===== config.mk =====
export PLATFORM = sky130hd
export DESIGN_NAME = hostport_irq_regs
export DESIGN_NICKNAME = d
export VERILOG_FILES = /design/src/rtl/hpirq_pkg.sv /design/src/rtl/hpirq_decode.sv /design/src/rtl/hpirq_regs.sv /design/src/rtl/hpirq_line.sv /design/src/rtl/hpirq_readmux.sv /design/src/rtl/hostport_irq_regs.sv
export SDC_FILE = /design/constraint.sdc
export NUM_CORES = 1
export LEC_CHECK = 0
export BUFFER_PORTS_ARGS = -buffer_cell sky130_fd_sc_hd__buf_2
export CORE_MARGIN = 5
export CORE_UTILIZATION = 33
export CTS_BUF_LIST = sky130_fd_sc_hd__clkbuf_4 sky130_fd_sc_hd__clkbuf_8
export DETAILED_ROUTE_END_ITERATION = 7
export GPL_TIMING_DRIVEN = 0
export PLACE_DENSITY = 0.51
export SKIP_LAST_GASP = 1
export SLEW_MARGIN = 20
export SYNTH_ARGS = -nofsm -noshare
export SYNTH_HDL_FRONTEND = slang
export SYNTH_SLANG_ARGS = --single-unit

===== constraint.sdc =====
create_clock -name clk -period 1.5 [get_ports clk]
set_input_delay 0.15 -clock clk [delete_from_list [all_inputs] [get_ports clk]]
set_output_delay 0.15 -clock clk [all_outputs]
set_load 0.05 [all_outputs]

===== src/rtl/hpirq_pkg.sv =====
package hpirq_pkg;
  localparam int ADDR_W = 12;
  localparam int DATA_W = 32;

  localparam logic [ADDR_W-1:0] OFS_WORD_A = 12'h028;
  localparam logic [ADDR_W-1:0] OFS_WORD_B = 12'h02C;
  localparam logic [ADDR_W-1:0] OFS_CTRL   = 12'h04C;
  localparam logic [ADDR_W-1:0] OFS_STAT   = 12'h050;
  localparam logic [ADDR_W-1:0] OFS_SW_SET = 12'h1F0;
  localparam logic [ADDR_W-1:0] OFS_SW_CLR = 12'h1F4;

  localparam int RAISE_BIT_B    = 29;
  localparam int CTRL_DROP_BIT  = 16;
  localparam int CTRL_FIXED_BIT = 17;
  localparam int STAT_DROP_LO   = 16;
  localparam int STAT_DROP_HI   = 29;

  localparam int NUM_PLAIN = 4;

  typedef struct packed {
    logic word_a;
    logic word_b;
    logic ctrl;
    logic stat;
    logic sw_set;
    logic sw_clr;
  } hit_t;
endpackage


===== src/rtl/hpirq_decode.sv =====
module hpirq_decode
  import hpirq_pkg::*;
#(
  parameter int AW = ADDR_W
) (
  input  logic [AW-1:0] addr,
  output hit_t          hit,
  output logic          mapped
);
  logic aligned;

  always_comb begin
    aligned    = (addr[1:0] == 2'b00);
    hit        = '0;
    hit.word_a = aligned && (addr == OFS_WORD_A);
    hit.word_b = aligned && (addr == OFS_WORD_B);
    hit.ctrl   = aligned && (addr == OFS_CTRL);
    hit.stat   = aligned && (addr == OFS_STAT);
    hit.sw_set = aligned && (addr == OFS_SW_SET);
    hit.sw_clr = aligned && (addr == OFS_SW_CLR);
    mapped     = |hit;
  end
endmodule


===== src/rtl/hpirq_regs.sv =====
module hpirq_regs
  import hpirq_pkg::*;
#(
  parameter int DW = DATA_W
) (
  input  logic          clk,
  input  logic          rst_n,
  input  logic          wr_en,
  input  hit_t          hit,
  input  logic [DW-1:0] wdata,
  output logic [DW-1:0] word_a_q,
  output logic [DW-1:0] word_b_q,
  output logic [DW-1:0] ctrl_q,
  output logic [DW-1:0] stat_q,
  output logic [DW-1:0] sw_q
);
  logic [NUM_PLAIN-1:0] plain_sel;
  logic [DW-1:0]        plain_q [NUM_PLAIN];
  logic [DW-1:0]        sw_d;
  logic                 sw_en;

  assign plain_sel = {hit.stat, hit.ctrl, hit.word_b, hit.word_a};

  // Plain storage words: each has its own clock enable
  for (genvar g = 0; g < NUM_PLAIN; g++) begin : g_plain
    logic          en;
    logic [DW-1:0] d;

    always_comb begin
      en = wr_en && plain_sel[g];
      d  = en ? wdata : plain_q[g];
    end

    always_ff @(posedge clk or negedge rst_n) begin
      if (!rst_n) plain_q[g] <= '0;
      else if (en) plain_q[g] <= d;
    end
  end

  // Shared software-interrupt word: set and clear views
  always_comb begin
    sw_en = wr_en && (hit.sw_set || hit.sw_clr);
    sw_d  = sw_q;
    if (hit.sw_set) sw_d = sw_q | wdata;
    else if (hit.sw_clr) sw_d = sw_q & ~wdata;
  end

  always_ff @(posedge clk or negedge rst_n) begin
    if (!rst_n) sw_q <= '0;
    else if (sw_en) sw_q <= sw_d;
  end

  assign word_a_q = plain_q[0];
  assign word_b_q = plain_q[1];
  assign ctrl_q   = plain_q[2];
  assign stat_q   = plain_q[3];

  AST_SW_SET_KEEPS: assert property (@(posedge clk) disable iff (!rst_n)
    (wr_en && hit.sw_set) |=> ((sw_q & $past(wdata)) == $past(wdata)))
    else $error("sw set lost bits");
  AST_SW_CLR_DROPS: assert property (@(posedge clk) disable iff (!rst_n)
    (wr_en && hit.sw_clr) |=> ((sw_q & $past(wdata)) == '0))
    else $error("sw clear kept bits");
  AST_NO_WR_STABLE: assert property (@(posedge clk) disable iff (!rst_n)
    !wr_en |=> ($stable(word_a_q) && $stable(word_b_q) && $stable(ctrl_q)
                && $stable(stat_q) && $stable(sw_q)))
    else $error("storage changed without write");
endmodule


===== src/rtl/hpirq_line.sv =====
module hpirq_line
  import hpirq_pkg::*;
#(
  parameter int DW = DATA_W
) (
  input  logic          clk,
  input  logic          rst_n,
  input  logic          wr_en,
  input  hit_t          hit,
  input  logic [DW-1:0] wdata,
  output logic          irq_q
);
  logic set_req, clr_req, irq_d, irq_en;

  always_comb begin
    set_req = wr_en && ((hit.word_b && wdata[RAISE_BIT_B]) || hit.sw_set);
    clr_req = wr_en && ((hit.ctrl && wdata[CTRL_DROP_BIT])
                     || (hit.stat && (wdata[STAT_DROP_LO] || wdata[STAT_DROP_HI]))
                     || hit.sw_clr);
    irq_en  = set_req || clr_req;
    irq_d   = clr_req ? 1'b0 : 1'b1;
  end

  always_ff @(posedge clk or negedge rst_n) begin
    if (!rst_n) irq_q <= 1'b0;
    else if (irq_en) irq_q <= irq_d;
  end

  AST_IRQ_HOLD: assert property (@(posedge clk) disable iff (!rst_n)
    !wr_en |=> $stable(irq_q))
    else $error("irq moved without write");
  AST_IRQ_CLEAR: assert property (@(posedge clk) disable iff (!rst_n)
    clr_req |=> !irq_q)
    else $error("clear did not drop irq");
  AST_IRQ_SET: assert property (@(posedge clk) disable iff (!rst_n)
    (set_req && !clr_req) |=> irq_q)
    else $error("set did not raise irq");
endmodule


===== src/rtl/hpirq_readmux.sv =====
module hpirq_readmux
  import hpirq_pkg::*;
#(
  parameter int DW = DATA_W
) (
  input  logic          clk,
  input  logic          rst_n,
  input  logic          rd_en,
  input  logic          wr_en,
  input  hit_t          hit,
  input  logic          mapped,
  input  logic [DW-1:0] word_a_q,
  input  logic [DW-1:0] word_b_q,
  input  logic [DW-1:0] ctrl_q,
  input  logic [DW-1:0] stat_q,
  input  logic [DW-1:0] sw_q,
  output logic [DW-1:0] rdata_q,
  output logic          unmapped_q
);
  localparam logic [DW-1:0] CTRL_FIXED = DW'(1) << CTRL_FIXED_BIT;

  logic [DW-1:0] rdata_d;
  logic          unmapped_d;

  always_comb begin
    rdata_d = '0;
    if (rd_en) begin
      if (hit.word_a) rdata_d = word_a_q;
      if (hit.word_b) rdata_d = word_b_q;
      if (hit.ctrl)   rdata_d = ctrl_q | CTRL_FIXED;
      if (hit.stat)   rdata_d = stat_q;
      if (hit.sw_set || hit.sw_clr) rdata_d = sw_q;
    end
    unmapped_d = (rd_en || wr_en) && !mapped;
  end

  always_ff @(posedge clk or negedge rst_n) begin
    if (!rst_n) begin
      rdata_q    <= '0;
      unmapped_q <= 1'b0;
    end else begin
      rdata_q    <= rdata_d;
      unmapped_q <= unmapped_d;
    end
  end

  AST_RDATA_IDLE: assert property (@(posedge clk) disable iff (!rst_n)
    !rd_en |=> (rdata_q == '0))
    else $error("read data not zero after idle");
  AST_CTRL_FIXED: assert property (@(posedge clk) disable iff (!rst_n)
    (rd_en && hit.ctrl) |=> rdata_q[CTRL_FIXED_BIT])
    else $error("control fixed bit missing");
  AST_UNMAPPED_ZERO: assert property (@(posedge clk) disable iff (!rst_n)
    (rd_en && !mapped) |=> (rdata_q == '0 && unmapped_q))
    else $error("unmapped read wrong");
endmodule


===== src/rtl/hostport_irq_regs.sv =====
module hostport_irq_regs
  import hpirq_pkg::*;
(
  input  logic              clk,
  input  logic              rst_n,
  input  logic [ADDR_W-1:0] bus_addr,
  input  logic              bus_wr,
  input  logic [DATA_W-1:0] bus_wdata,
  input  logic              bus_rd,
  output logic [DATA_W-1:0] bus_rdata,
  output logic              bus_unmapped,
  output logic              irq_out
);
  hit_t              hit;
  logic              mapped;
  logic [DATA_W-1:0] word_a_q, word_b_q, ctrl_q, stat_q, sw_q;

  hpirq_decode #(.AW(ADDR_W)) u_decode (
    .addr   (bus_addr),
    .hit    (hit),
    .mapped (mapped)
  );

  hpirq_regs #(.DW(DATA_W)) u_regs (
    .clk      (clk),
    .rst_n    (rst_n),
    .wr_en    (bus_wr),
    .hit      (hit),
    .wdata    (bus_wdata),
    .word_a_q (word_a_q),
    .word_b_q (word_b_q),
    .ctrl_q   (ctrl_q),
    .stat_q   (stat_q),
    .sw_q     (sw_q)
  );

  hpirq_line #(.DW(DATA_W)) u_line (
    .clk   (clk),
    .rst_n (rst_n),
    .wr_en (bus_wr),
    .hit   (hit),
    .wdata (bus_wdata),
    .irq_q (irq_out)
  );

  hpirq_readmux #(.DW(DATA_W)) u_readmux (
    .clk        (clk),
    .rst_n      (rst_n),
    .rd_en      (bus_rd),
    .wr_en      (bus_wr),
    .hit        (hit),
    .mapped     (mapped),
    .word_a_q   (word_a_q),
    .word_b_q   (word_b_q),
    .ctrl_q     (ctrl_q),
    .stat_q     (stat_q),
    .sw_q       (sw_q),
    .rdata_q    (bus_rdata),
    .unmapped_q (bus_unmapped)
  );

  AST_STAT_DROP: assert property (@(posedge clk) disable iff (!rst_n)
    (bus_wr && hit.stat && (bus_wdata[STAT_DROP_LO] || bus_wdata[STAT_DROP_HI]))
      |=> !irq_out)
    else $error("status write did not drop irq");
  AST_CTRL_DROP: assert property (@(posedge clk) disable iff (!rst_n)
    (bus_wr && hit.ctrl && bus_wdata[CTRL_DROP_BIT]) |=> !irq_out)
    else $error("control write did not drop irq");
  AST_UNMAPPED_PULSE: assert property (@(posedge clk) disable iff (!rst_n)
    (!bus_rd && !bus_wr) |=> !bus_unmapped)
    else $error("unmapped pulse without access");
endmodule


==> results of run 1 <==
-- worst max path at each step --
stage                  from                        endpoint  slack, ns  cells after the start
5_1_grt        bus_addr[11]                       flip-flop      -0.20                      9
4_1_cts         bus_addr[0]                       flip-flop      -0.15                      9
3_3_place_gp          rst_n  u_regs.word_b_q[5]$_DFFE_PN0P_      -2.73                      1
6_report       bus_addr[11]                       flip-flop      -0.18                      9
3_5_place_dp   bus_addr[11]  u_readmux.rdata_q[2]$_DFF_PN0_      -0.94                      8
2_1_floorplan  bus_addr[11]    u_regs.ctrl_q[0]$_DFFE_PN0P_      -0.45                      5
-- metal layers --
metal  up-vias  global-route usage, %
met5         -                      0
met4         0                  5.328
met3        26                  2.569
met2       127                  27.79
met1      2976                  21.36
li1       2548                      -
-- cell families (layout without fill, tap and decap cells) --
logic type	Yosys count	count (layout)	synth area share [%]
AND/OR/NAND/NOR	99	99	6.014
buffers and inverters	44	221	3.173
multiplexers	160	160	23.47
AO/OA/AOI/OAI	103	103	9.307
flip-flops	193	193	58.04
-- cell type report --
| cell class | count | share of cell area (%) |
|---|---|---|
| well taps | 330 | 3.753 |
| repair buffers | 146 | 10.70 |
| clock inverters | 15 | 1.695 |
| inverters | 2 | 0.06824 |
| plain buffers | 41 | 4.356 |
| multi-input cells | 362 | 33.40 |
| flip-flops and latches | 193 | 43.90 |
| clock buffers | 17 | 2.127 |
-- worst max-delay path, stage by stage --
cell     delay [ns]
buf_6          0.09
or4_4          0.61
nor3b_4        0.28
and3_1         0.21
buf_6          0.13
buf_6          0.11
buf_12         0.12
nand2_4        0.04
mux2_4         0.28
-- Yosys cell counts (3+ instances only) --
| library cell | count | area, sq um |
|---|---|---|
| a221oi_1 | 31 | 271.5 |
| mux2_4 | 41 | 615.6 |
| mux2_2 | 115 | 1295 |
| o21ai_0 | 27 | 135.1 |
| buf_6 | 12 | 135.1 |
| nand2_1 | 71 | 266.5 |
| clkbuf_1 | 23 | 86.33 |
| dfrtp_1 | 193 | 4830 |
| a22o_1 | 3 | 26.28 |
| buf_2 | 4 | 20.02 |
| o221ai_1 | 31 | 271.5 |
| nand3_1 | 3 | 15.01 |
| o21ai_1 | 4 | 20.02 |
| nor2_1 | 5 | 18.77 |
-- stage by stage --
stage / worst slack [ns] / setup TNS (ns)
floorplan: -0.4525 / -64.39
global placement: -2.730 / -651.29
detailed placement: -0.9352 / -131.62
CTS: -0.1454 / -5.945
global route: -0.1983 / -17.57
finish: -0.1837 / -14.79
-- power breakdown --
group	leakage [uW]	total (uW)	switching [uW]	internal, uW
clock network	0.000207	3530	2100	1420
logic	0.00244	489	309	180
registers	0.00269	5230	12.6	5220
-- repair_timing --
action,4_1_cts,5_1_grt
resized for setup,63,87
hold endpoints to repair,310,0
pin swaps,7,33
hold buffers,33,0
gates cloned,6,4
setup endpoints to repair,184,136
setup buffers,15,9
-- layout by cell type (no fill, tap or decap), drive strengths merged, types with 5 or more instances in the layout --
cell and n:
dfrtp 193, mux2 158, buf 126, nand2 73
clkbuf 45, dlygate4sd3 33, a221oi 31, o21ai 31
o221ai 31, inv 10, nor2 5, clkinv 5
==> flow_metrics.tcl, run 1 <==
set metrics [dict create \
    rr_startpoint "u_regs.word_b_q[10]$_DFFE_PN0P_" \
    synthFlopType "dfrtp_1" \
    dpl_cell_area_sq_mm 0.009348 \
    timing.final.crit_share_pct 112.2 \
    synth_cell_types 40 \
    dpl.cell_count 1012 \
    ctsRootBufferMaster "clkbuf_8" \
    drtIter0Drc 306 \
    grt_max_degree 90 \
    crit_arrival_ns 2.04 \
    antenna_found_initial 0 \
    avgRoutedWirePerCell_um 20.93 \
    worst_pin_slew_ns 1.007 \
    total_power_uw 9247 \
    hp-class "in2reg" \
    htree_levels 4 \
    finClkSkew_ns 0.02203 \
    grt_pass1_vias 6242 \
    synth-edff-count 0 \
    grt_pass1_wl_um 36130 \
    outcome "complete, but fails checks" \
    ir_drop_mv 0.4947 \
    syn_area_per_cell_sq_um 13.89 \
    core_sq_mm 0.02504 \
    r2r-end "u_readmux.rdata_q[10]$_DFF_PN0_" \
    end_kind "flip-flop" \
    instances_no_fill 1106 \
    r2r_slack_ns 0.32 \
    totalWireLength_um 23150 \
    route.met3.wl_um 770 \
    worstHoldStart "bus_wdata[0]" \
    highest_layer "met4" \
    period_minus_slack_ns 1.684 \
    firstDrtPassIters 5 \
    grt_overflow 0 \
    clk_pin_slew_worst_paths_ns 0.10 \
    dieArea_sq_mm 0.02849 \
    vias 5677 \
    worstHoldEndpoint "u_regs.ctrl_q[0]$_DFFE_PN0P_" \
    antenna_cells 0 \
    whs_path_depth 2 \
    seq_area_frac_synth_pct 58.04 \
    setup_violations 170 \
    leakage_uw 0.005336 \
    async_flop_share_pct 100.0 \
    regArea_sq_mm 0.004830 \
    final_area_sq_mm 0.01100 \
    clkLatencyLatePin_ns 0.48 \
    final_nets 811 \
    worstPathRequired_ns 1.86 \
    n_fill_cell 2276 \
    ys_ff_latch 193 \
    syn_inst 599 \
    met2_length_um 11500 \
    initial_utilization_pct 33.24 \
    violations "setup timing" \
    clock_sinks 193 \
    synth_nets 647 \
    start_kind "primary input" \
    drc 0 \
    multi_input_area_sq_mm 0.003675 \
    r2r_cells 5 \
    power.density_mw_per_mm2 840.5 \
    viasPerCell 5.133 \
    tritoncts "built" \
    grt_setup_unrepaired "true" \
    slew_viol_final 0 \
    whs_ns 0.02075 \
    crit_type "in2reg" \
    row_count 58 \
    maxSlewHeadroom_pct 32.84 \
    drive_above_1_share_pct 53.35 \
    dp_hpwl_um 14530 \
    ys_warn_count 0 \
    antenna_left 0 \
    area_delta_synth_final_pct 32.21 \
    port_buffers 81 \
    finalWeightedCongestion 0.7903 \
    io_pins 82 \
    synth_area_sq_mm 0.008322 \
    fin_ws_ns -0.1837 \
    critPathMaxFanout 5 \
    die_width_um 168.8 \
    grt_use_total_pct 16.32 \
    fin_util_pct 43.94 \
    cts_buffer_depth 2 \
    cap_violations 0 \
    hold_violations 0 \
    cts_buffers 17 \
    chipHeight_um 168.8 \
    met1Wirelength_um 10480 \
    timing.fmax_ghz 0.5939 \
]
(Power assumes the default switching activity.)
==> run 2: changes to the inputs <==
- CORE_ASPECT_RATIO: default -> 0.9
- CORE_UTILIZATION: 33 -> 50
- PLACE_DENSITY: 0.51 -> 0.7
==> run 2 against run 1 <==
The flow still finishes with violations (setup timing). Via count increased by 6.6%. Wire length increased by 4.2%. Die area decreased by 32%. Cell area increased by 1.1%. Largest power group unchanged.
==> flow_metrics.tcl, run 2 (synthesis results as in run 1) <==
set metrics [dict create \
    crit_type "in2reg" \
    fin_ws_ns -0.2141 \
    firstDrtPassIters 5 \
    final_cell_mix "dfrtp_1, mux2_2, buf_2" \
    drtIter0Drc 647 \
    tritoncts "built" \
    clkLatencyLatePin_ns 0.47 \
    dp_hpwl_um 13290 \
    outcome "complete, but fails checks" \
    slowest_delay_ns 0.60 \
    finalWeightedCongestion 0.8545 \
    ir_drop_mv 0.5340 \
    crit_arrival_ns 2.07 \
    n_fill_cell 1086 \
    die_width_um 146.0 \
    slew_viol_final 0 \
    area_delta_synth_final_pct 33.71 \
    grt_pass1_wl_um 36080 \
    timing.final.crit_share_pct 114.3 \
    hold_violations 0 \
    grt_use_total_pct 23.93 \
    io_pins 82 \
    final_nets 826 \
    drc 0 \
    power.density_mw_per_mm2 782.8 \
    worst_pin_slew_ns 0.7882 \
    initial_utilization_pct 51.24 \
    cap_violations 0 \
    ctsRootBufferMaster "clkbuf_8" \
    finClkSkew_ns 0.01457 \
    antenna_left 0 \
    crit_top_cell "buf_12" \
    place_ws_ns -0.9027 \
    cp_slowest_cell "or4_4" \
    row_count 44 \
    dieArea_sq_mm 0.01933 \
    antenna_found_initial 1 \
    path_cells "buf_6 -> or4_4 -> nor3b_4 -> and3_4 -> buf_12 -> buf_12 -> buf_12 -> nand2_4 -> mux2_4" \
    dpl_cell_area_sq_mm 0.009166 \
    grt_max_degree 106 \
    core_sq_mm 0.01624 \
    totalWireLength_um 24120 \
    maxSlewHeadroom_pct 47.45 \
    whs_ns 0.03906 \
    timing.fmax_ghz 0.5834 \
    layout_commonest_cell "dfrtp_1" \
    avgRoutedWirePerCell_um 24.19 \
    viasPerCell 6.068 \
    grt_setup_unrepaired "true" \
    worstPathRequired_ns 1.86 \
    setup_violations 190 \
    htree_levels 4 \
    drive_above_1_share_pct 53.61 \
    hp-class "in2reg" \
    clock_sinks 193 \
    violations "setup timing" \
    period_minus_slack_ns 1.714 \
    leakage_uw 0.005450 \
    chipHeight_um 132.4 \
    critPathMaxFanout 6 \
    cts_buffers 17 \
    clk_pin_slew_worst_paths_ns 0.09 \
    final_area_sq_mm 0.01113 \
    start_kind "primary input" \
    end_kind "flip-flop" \
    port_buffers 81 \
    vias 6050 \
    crit_family "simple AND/OR/NAND/NOR gates" \
    path_buf_inv 4 \
    grt_pass1_vias 6352 \
    cts_buffer_depth 2 \
    grt_overflow 0 \
]
run 2: cell count changes in the layout (fill, tap and decap cells not counted), moves of 4 or more:
cell	previous run	this run
buf_6	15	10
o21ai_1	19	24
inv_6	6	1
buf_12	12	23
buf_8	1	8
clkinv_8	4	0
buf_16	3	9
run 2: power by group:
group	switching, uW	leakage, uW	internal, uW
registers	13.6	0.00269	5220
clock network	1770	0.000164	1220
logic	312	0.00259	178
total	2090	0.00545	6620
run 2: routing by layer:
| metal | vias to the layer above | wire length [um] | share of wire, % | global-route usage [%] |
|---|---|---|---|---|
| li1 | 2583 | - | - | - |
| met1 | 3143 | 10270 | 43 | 32.21 |
| met2 | 263 | 11810 | 49 | 38.88 |
| met3 | 59 | 1277 | 5.3 | 4.675 |
| met4 | 2 | 748 | 3.1 | 8.830 |
| met5 | - | 13 | 0.054 | 0 |
run 2: area by class of cell:
cell class	instances	area (sq um)	share of cell area [%]
tap	207	259.0	2.328
antenna	1	2.502	0.02249
buffer	41	523.0	4.700
clock inverter	9	62.56	0.5622
timing repair buffer	161	1543	13.86
inverter	2	7.507	0.06747
sequential	193	4830	43.40
multi-input combinational	362	3630	32.62
clock buffer	21	270.3	2.429
run 2: metrics by stage:
stage | std cells | TNS [ns] | utilization [%] | total power (uW)
2_1_floorplan | 599 | -64.39 | - | 5423
3_3_place_gp | 887 | -629.15 | 56.21 | 5685
3_5_place_dp | 888 | -126.08 | 56.44 | 5715
4_1_cts | 983 | -10.38 | 64.95 | 8732
5_1_grt | 996 | -16.71 | 68.50 | 9045
6_report | 997 | -18.50 | 68.51 | 8710
run 2: final timing paths:
kind / start / endpoint / slack, ns / cells after the start
max in group asynchronous: rst_n / u_regs.word_a_q[10]$_DFFE_PN0P_ / 0.27 / 3
worst min-delay path: bus_wdata[29] / u_regs.ctrl_q[29]$_DFFE_PN0P_ / 0.04 / 2
worst max-delay path: bus_addr[11] / flip-flop / -0.21 / 9
min in group asynchronous: rst_n / u_regs.word_a_q[20]$_DFFE_PN0P_ / 0.25 / 2
worst min register to register: flip-flop / u_readmux.rdata_q[14]$_DFF_PN0_ / 0.50 / 2
worst max register to register: u_regs.word_b_q[10]$_DFFE_PN0P_ / u_readmux.rdata_q[10]$_DFF_PN0_ / 0.24 / 5
run 2: timing repair:
item | 4_1_cts | 5_1_grt
hold endpoints to repair | 209 | 0
hold buffers | 33 | 0
pin swaps | 3 | 45
setup buffers | 22 | 10
cloned | 11 | 6
endpoints found under the setup margin | 181 | 192
gates resized for setup | 74 | 105
